==> src/rtl/uart_irq_pkg.sv <==
package uart_irq_pkg;
    localparam int SRC_N = 4;

    // Index order is the priority order and also the reported cause code.
    localparam int SRC_LS   = 0;
    localparam int SRC_RX   = 1;
    localparam int SRC_THRE = 2;
    localparam int SRC_MS   = 3;

    typedef logic [SRC_N-1:0] src_vec_t;
endpackage

==> src/rtl/uart_irq_enable.sv <==
module uart_irq_enable
    import uart_irq_pkg::*;
#(
    parameter int DATA_W = 8
) (
    input  logic              clk,
    input  logic              rst_n,
    input  logic              wr,
    input  logic [DATA_W-1:0] wdata,
    input  logic              tx_empty,
    output logic [SRC_N-1:0]  en,
    output logic              thre_arm
);
    typedef struct packed {
        logic [SRC_N-1:0] en;
    } en_state_t;

    en_state_t st_d, st_q;

    always_comb begin
        st_d     = st_q;
        thre_arm = 1'b0;
        if (wr) begin
            st_d.en  = wdata[SRC_N-1:0];
            // Enable bit 1 governs the transmit-empty cause.
            thre_arm = wdata[1] && !st_q.en[1] && tx_empty;
        end
    end

    always_ff @(posedge clk) begin
        if (!rst_n) st_q <= '0;
        else        st_q <= st_d;
    end

    assign en = st_q.en;
endmodule

==> src/rtl/uart_irq_pending.sv <==
module uart_irq_pending
    import uart_irq_pkg::*;
#(
    parameter int LS_EVT_W = 4,
    parameter int MS_EVT_W = 4
) (
    input  logic                clk,
    input  logic                rst_n,
    input  logic [LS_EVT_W-1:0] ls_evt,
    input  logic                ls_clr,
    input  logic                rx_evt,
    input  logic                rx_clr,
    input  logic                tx_empty,
    input  logic                thre_arm,
    input  logic                thre_clr,
    input  logic [MS_EVT_W-1:0] ms_evt,
    input  logic                ms_clr,
    output src_vec_t            pend
);
    typedef struct packed {
        src_vec_t pend;
        logic     tx_prev;
    } pend_state_t;

    pend_state_t st_d, st_q;
    logic        tx_rise;

    always_comb begin
        st_d       = st_q;
        tx_rise    = tx_empty && !st_q.tx_prev;
        st_d.tx_prev = tx_empty;

        // Clears first; a same-cycle raise then overrides.
        if (ls_clr)   st_d.pend[SRC_LS]   = 1'b0;
        if (rx_clr)   st_d.pend[SRC_RX]   = 1'b0;
        if (thre_clr) st_d.pend[SRC_THRE] = 1'b0;
        if (ms_clr)   st_d.pend[SRC_MS]   = 1'b0;

        if (|ls_evt)             st_d.pend[SRC_LS]   = 1'b1;
        if (rx_evt)              st_d.pend[SRC_RX]   = 1'b1;
        if (tx_rise || thre_arm) st_d.pend[SRC_THRE] = 1'b1;
        if (|ms_evt)             st_d.pend[SRC_MS]   = 1'b1;
    end

    always_ff @(posedge clk) begin
        if (!rst_n) begin
            st_q.pend    <= '0;
            st_q.tx_prev <= 1'b1;
        end else begin
            st_q <= st_d;
        end
    end

    assign pend = st_q.pend;
endmodule

==> src/rtl/uart_irq_prio.sv <==
module uart_irq_prio
    import uart_irq_pkg::*;
#(
    localparam int ID_W = $clog2(SRC_N)
) (
    input  src_vec_t         pend,
    input  logic [SRC_N-1:0] en,
    output logic [ID_W-1:0]  cause,
    output logic             any
);
    src_vec_t act;

    genvar g;
    generate
        for (g = 0; g < SRC_N; g++) begin : g_mask
            // Enable bit positions differ from priority positions.
            localparam int EN_BIT = (g == SRC_LS)   ? 2 :
                                    (g == SRC_RX)   ? 0 :
                                    (g == SRC_THRE) ? 1 : 3;
            assign act[g] = pend[g] && en[EN_BIT];
        end
    endgenerate

    always_comb begin
        cause = '0;
        for (int i = SRC_N - 1; i >= 0; i--) begin
            if (act[i]) cause = ID_W'(i);
        end
        any = |act;
    end
endmodule

==> src/rtl/uart_irq_ident.sv <==
module uart_irq_ident
    import uart_irq_pkg::*;
#(
    parameter int DATA_W   = 8,
    parameter int LS_EVT_W = 4,
    parameter int MS_EVT_W = 4
) (
    input  logic                clk,
    input  logic                rst_n,
    input  logic                en_wr,
    input  logic [DATA_W-1:0]   en_wdata,
    output logic [DATA_W-1:0]   en_rdata,
    input  logic                id_rd,
    output logic [DATA_W-1:0]   id_rdata,
    input  logic [LS_EVT_W-1:0] line_err_evt,
    input  logic                line_stat_rd,
    input  logic                rx_char_evt,
    input  logic                rx_buf_rd,
    input  logic                tx_hold_empty,
    input  logic                tx_hold_wr,
    input  logic [MS_EVT_W-1:0] modem_delta_evt,
    input  logic                modem_stat_rd,
    output logic                irq
);
    localparam int ID_W  = $clog2(SRC_N);
    localparam int PAD_W = DATA_W - ID_W - 1;

    logic [SRC_N-1:0] en;
    logic             thre_arm;
    src_vec_t         pend;
    logic [ID_W-1:0]  cause;
    logic             any;
    logic             thre_ack;

    uart_irq_enable #(.DATA_W(DATA_W)) u_en (
        .clk      (clk),
        .rst_n    (rst_n),
        .wr       (en_wr),
        .wdata    (en_wdata),
        .tx_empty (tx_hold_empty),
        .en       (en),
        .thre_arm (thre_arm)
    );

    assign thre_ack = id_rd && any && (cause == ID_W'(SRC_THRE));

    uart_irq_pending #(.LS_EVT_W(LS_EVT_W), .MS_EVT_W(MS_EVT_W)) u_pend (
        .clk      (clk),
        .rst_n    (rst_n),
        .ls_evt   (line_err_evt),
        .ls_clr   (line_stat_rd),
        .rx_evt   (rx_char_evt),
        .rx_clr   (rx_buf_rd),
        .tx_empty (tx_hold_empty),
        .thre_arm (thre_arm),
        .thre_clr (tx_hold_wr || thre_ack),
        .ms_evt   (modem_delta_evt),
        .ms_clr   (modem_stat_rd),
        .pend     (pend)
    );

    uart_irq_prio u_prio (
        .pend  (pend),
        .en    (en),
        .cause (cause),
        .any   (any)
    );

    assign en_rdata = {{(DATA_W-SRC_N){1'b0}}, en};
    assign id_rdata = {{PAD_W{1'b0}}, cause, ~any};
    assign irq      = any;
endmodule

==> config.mk <==
export PLATFORM = sky130hd
export DESIGN_NAME = uart_irq_ident
export DESIGN_NICKNAME = d
export VERILOG_FILES = /design/src/rtl/uart_irq_pkg.sv /design/src/rtl/uart_irq_enable.sv /design/src/rtl/uart_irq_pending.sv /design/src/rtl/uart_irq_prio.sv /design/src/rtl/uart_irq_ident.sv
export SDC_FILE = /design/constraint.sdc
export NUM_CORES = 1
export LEC_CHECK = 0
export BUFFER_PORTS_ARGS = -buffer_cell sky130_fd_sc_hd__buf_2
export CORE_UTILIZATION = 35
export DETAILED_ROUTE_END_ITERATION = 7
export HOLD_SLACK_MARGIN = 0.08
export PLACE_DENSITY = 0.8
export SYNTH_ARGS = -nofsm -noshare
export SYNTH_HDL_FRONTEND = slang
export SYNTH_SLANG_ARGS = --single-unit
==> constraint.sdc <==
create_clock -name clk -period 1 [get_ports clk]
set_input_delay 0.05 -clock clk [delete_from_list [all_inputs] [get_ports clk]]
set_output_delay 0.05 -clock clk [all_outputs]
set_load 0.005 [all_outputs]
# --- After elaboration in Yosys (flattened, before gate mapping) ---
# Index checks and enable logic that the tools add are counted.
classes:
  eq_ne: 1
  mux: 13
  bitwise_logic: 1
  n_reduce_logical: 20
op_table:
  columns: ["operator", "n"]
  rows:
  - ["4-bit OR reduction", 3]
  - ["1-bit logical AND", 9]
  - ["1-bit 2-to-1 mux", 9]
  - ["2-bit 2-to-1 mux", 4]
  - ["2-bit nonzero test", 4]
  - ["2-bit equality test, second input constant", 1]
  - ["1-bit logical NOT", 2]
  - ["1-bit logical OR", 2]
  - ["1-bit inverter", 1]
word_totals:
  regBits: 9
  inputBits: 26
  out_inout_bits: 17
  elab_cells: 41

# --- Logic depth before layout (Yosys ltp) ---
logic_depth:
  word_depth: 10
  mapped_depth: 4

# --- Hierarchy ---
# Synthesis repeated with hierarchy kept, for this count alone.
unflattened:
  hier_cells: 55
  area_unflattened_um2: 515.5
by_module_without_submodules:
  columns: ["mod", "instances", "cells_each", "area_each_um2", "seq_area_each_um2"]
  rows:
  - ["uart_irq_pending", 1, 21, 211.5, 100.1]
  - ["uart_irq_enable", 1, 14, 167.7, 80.1]
  - ["uart_irq_ident", 1, 13, 88.8, 0.0]
  - ["uart_irq_prio", 1, 7, 47.5, 0.0]

# --- Worst setup path after synthesis ---
# No wires, ideal clock.
synth_path:
  path_type: "register to register"
  from: "register u_en.st_q (netlist bit u_en.en[0])"
  to: "register u_pend.pend[2] (netlist name)"
  setup_time_ns: 0.116
  arrival_time_ns: 0.797
  setup_slack_ns: 0.087
  stages_incl_launch_ff: 4
  path_buffers: 0
  synth_period_minus_slack_ns: 0.913
  cell_sequence: "dfxtp_1 a22oi_2 a31oi_1 a31o_1"
synth_between:
  elab_chain_len: 7
  elab_cells_between_ends: 9
  classes_between: "eq/ne (1); mux (2); reduce/logical (6)"
synth_lines:
  columns: ["item", "line_no", "source"]
  rows:
  - ["start: declaration", "uart_irq_enable.sv:18", "en_state_t st_d, st_q;"]
  - ["start signal: assignment", "uart_irq_enable.sv:32", "else st_q <= st_d;"]
  - ["1-bit logical AND *", "uart_irq_prio.sv:20", "assign act[g] = pend[g] && en[EN_BIT];"]
  - ["2-bit 2-to-1 mux (2 in series)", "uart_irq_prio.sv:27", "if (act[i]) cause = ID_W'(i);"]
  - ["2-bit equality test", "uart_irq_ident.sv:45", "assign thre_ack = id_rd && any && (cause == ID_W'(SRC_THRE));"]
  - ["1-bit logical AND *", "uart_irq_ident.sv:45", null]
  - ["1-bit logical OR *", "uart_irq_ident.sv:56", ".thre_clr (tx_hold_wr || thre_ack),"]
  - ["2-bit nonzero test (no source line) *", null, null]
# Every way passes the cells marked *; elsewhere a longest branch is shown, timed or not.
# A chain may end at the register's enable or synchronous reset.

# --- Final worst setup path ---
layout_path:
  from: "register u_en.st_q (netlist bit u_en.en[0])"
  to: "output id_rdata[2]"
layout_between:
  elab_chain_len: 3
layout_lines:
  columns: ["item", "line_no", "source"]
  rows:
  - ["1-bit logical AND", "uart_irq_prio.sv:20", null]
  - ["2-bit 2-to-1 mux (2 in series)", "uart_irq_prio.sv:27", null]
  - ["end: declaration", "uart_irq_ident.sv:14", "output logic [DATA_W-1:0] id_rdata,"]
# No other way between the ends.

==> results.yml <==
status:
  status: "complete, but fails checks"
  violations: "setup timing"
sta:
  drv_slew: 0
  period_share: 1.16
  fmax_mhz: 861
  layout_min_cycle_time_ns: 1.16
  finalHoldViolCount: 0
  rsz0062_at_grt: "true"
  final-setup-viol-count: 4
  fin_worst_skew_ns: 0.00749
  fin_ws_ns: -0.161
global_routing:
  gr-total-overflow: 0
  grt_use_total: 0.184
  antenna_found_initial: 0
  grt_max_degree: 11
  grt_pass1_vias: 469
  grt_pass1_wl_um: 1880
layout:
  areaGrowthSynthToFinish_pct: 71.9
  finalNetCount: 125
  final_common_cell: "buf_2"
  finalInstanceArea_um2: 811
  antenna_cells: 0
  final_cell_mix: "buf_2 (28), dlygate4sd3_1 (14), conb_1 (9)"
  drive_above_1_share: 0.459
setup_path:
  cp.arrival_ns: 1.11
  end_kind: "output pin"
  cp_max_fo: 3
  cp-start-kind: "flop"
  crit_type: "flop to output pin"
  required_ns: 0.95
routing:
  via_per_inst: 4.49
  wl_per_cell_um: 10.7
  drtPass1Iterations: 2
  wl_um: 1200
  route.detailed.drc: 0
  num_vias: 503
  detail-route-antenna-nets: 0
  drt-initial-drc-count: 3
die:
  design.core.area_mm2: 0.00117
  num_rows: 12
  dieWidth_um: 38.7
  die_y_um: 38.7
  die_area_mm2: 0.00150
  io_pins: 43
  start_util: 0.403
clocking:
  cts_max_level: 1
  root_buffer: "clkbuf_4"
  clkLatencyLatePin_ns: 0.26
  cts_tree: "built"
  cts_buffer_depth: 2
  cts_buffers: 3
  cts_sinks: 9
  path_clk_slew_ns: 0.07
run:
  maxCapViolations: 0
hold_path:
  hold_path.class: "input pin to flop"
synth:
  synth_area_leader_cell: "dfxtp_1"
  syn-cell-area_um2: 472
  syn_inst: 51
  synth_top_area_frac: 0.382
  yosys-top-cells-area: "dfxtp_1 (38%), buf_4 (14%), mux2i_1 (8.5%)"
  syn_area_per_cell_um2: 9.25
  synth.yosys.seq_area_share: 0.382
  synth_seq_cells: 9
  yosysWarnings: 0
  ys_types: 19
power:
  irDropWorstVdd_uv: 733
  powerDensity_mw_per_mm2: 1090
  leakagePower_nw: 0.406
  design_power_total_mw: 0.882
placed_design:
  dp_hpwl_um: 749
  gp_congestion: 0.733
  placed_cell_area_um2: 594
  portBuffers: 29
[power breakdown]
group          switching [mW]  leakage, nW  internal, mW
clock network           0.135       0.0177         0.148
registers              0.0211       0.0768         0.382
logic                  0.0718        0.312         0.125
[cells by family (layout without fill, tap and decap cells)]
family / count (synthesis) / count (layout) / synth area share
simple gates: 16 / 16 / 0.202
buf+inv: 12 / 51 / 0.172
other cells: 1 / 9 / 0.00795
compound gates: 9 / 9 / 0.151
flops: 9 / 9 / 0.382
mux: 4 / 4 / 0.0849
[state kept, by name (all words and copies together), names as in the netlist]
signal,cells
u_pend.pend,4
u_pend.st_q,1
u_en.en,4
[stage by stage]
step	setup slack, ns	setup TNS [ns]	std cells	utilization	hold WS (ns)
after detailed placement	0.0522	0	92	0.507	0.253
final	-0.161	-0.446	112	0.692	0.0841
after global routing	-0.212	-0.735	112	0.692	0.0856
after floorplan	0.0874	0	59	-	0.151
after global placement	0.0792	0	92	0.507	0.251
after CTS	-0.168	-0.518	111	0.673	0.0830
[cell type report]
cell class	count	area, um2
fillers	95	360
repair buffers	46	314
multi-input cells	38	259
flip-flops and latches	9	189
clock buffers	3	22.5
well taps	14	17.5
clock inverters	1	5.00
inverters	1	3.75
[Yosys cell counts]
cell type  instances
a21boi_0           2
a21oi_1            1
a22oi_1            1
a22oi_2            1
a31o_1             1
a31oi_1            1
a32oi_1            1
buf_2              2
buf_4              9
conb_1             1
dfxtp_1            9
inv_1              1
mux2i_1            4
nand2_1            3
nand2b_1           3
nand3b_1           2
nor2b_1            6
nor4_1             2
o21a_1             1
[worst max-delay path, cell delays in order (launching register included)]
cell,delay [ns]
dfxtp_2,0.33
a22oi_2,0.23
nor2b_4,0.18
buf_2,0.11
[final timing paths]
path | startpoint | endpoint | slack [ns] | depth (start not counted)
worst max-delay path | u_en.en[0]$_SDFFE_PN0P_ | id_rdata[2] | -0.16 | 3
worst min-delay path | modem_delta_evt[1] | u_pend.pend[3]$_SDFFE_PN0P_ | 0.08 | 3
worst max register to register | u_en.en[0]$_SDFFE_PN0P_ | u_pend.pend[2]$_SDFFE_PN0P_ | 0.03 | 3
worst min register to register | u_pend.st_q[0]$_SDFF_PN1_ | u_pend.pend[2]$_SDFFE_PN0P_ | 0.51 | 2
[repair_timing]
action | in CTS | in global routing
pin swaps | 3 | 3
hold buffers | 14 | 0
buffers inserted | 1 | 1
endpoints found under the setup margin | 4 | 6
hold endpoints to repair | 9 | 0
resized for setup | 8 | 6
[metal layers]
layer	global-route usage	vias to the layer above	routed length [um]
met5	0	-	0
met4	0.0776	0	0
met3	0.0405	0	88
met2	0.346	29	624
met1	0.192	224	483
li1	-	250	-
No activity file was read; power rests on OpenSTA's default activity.
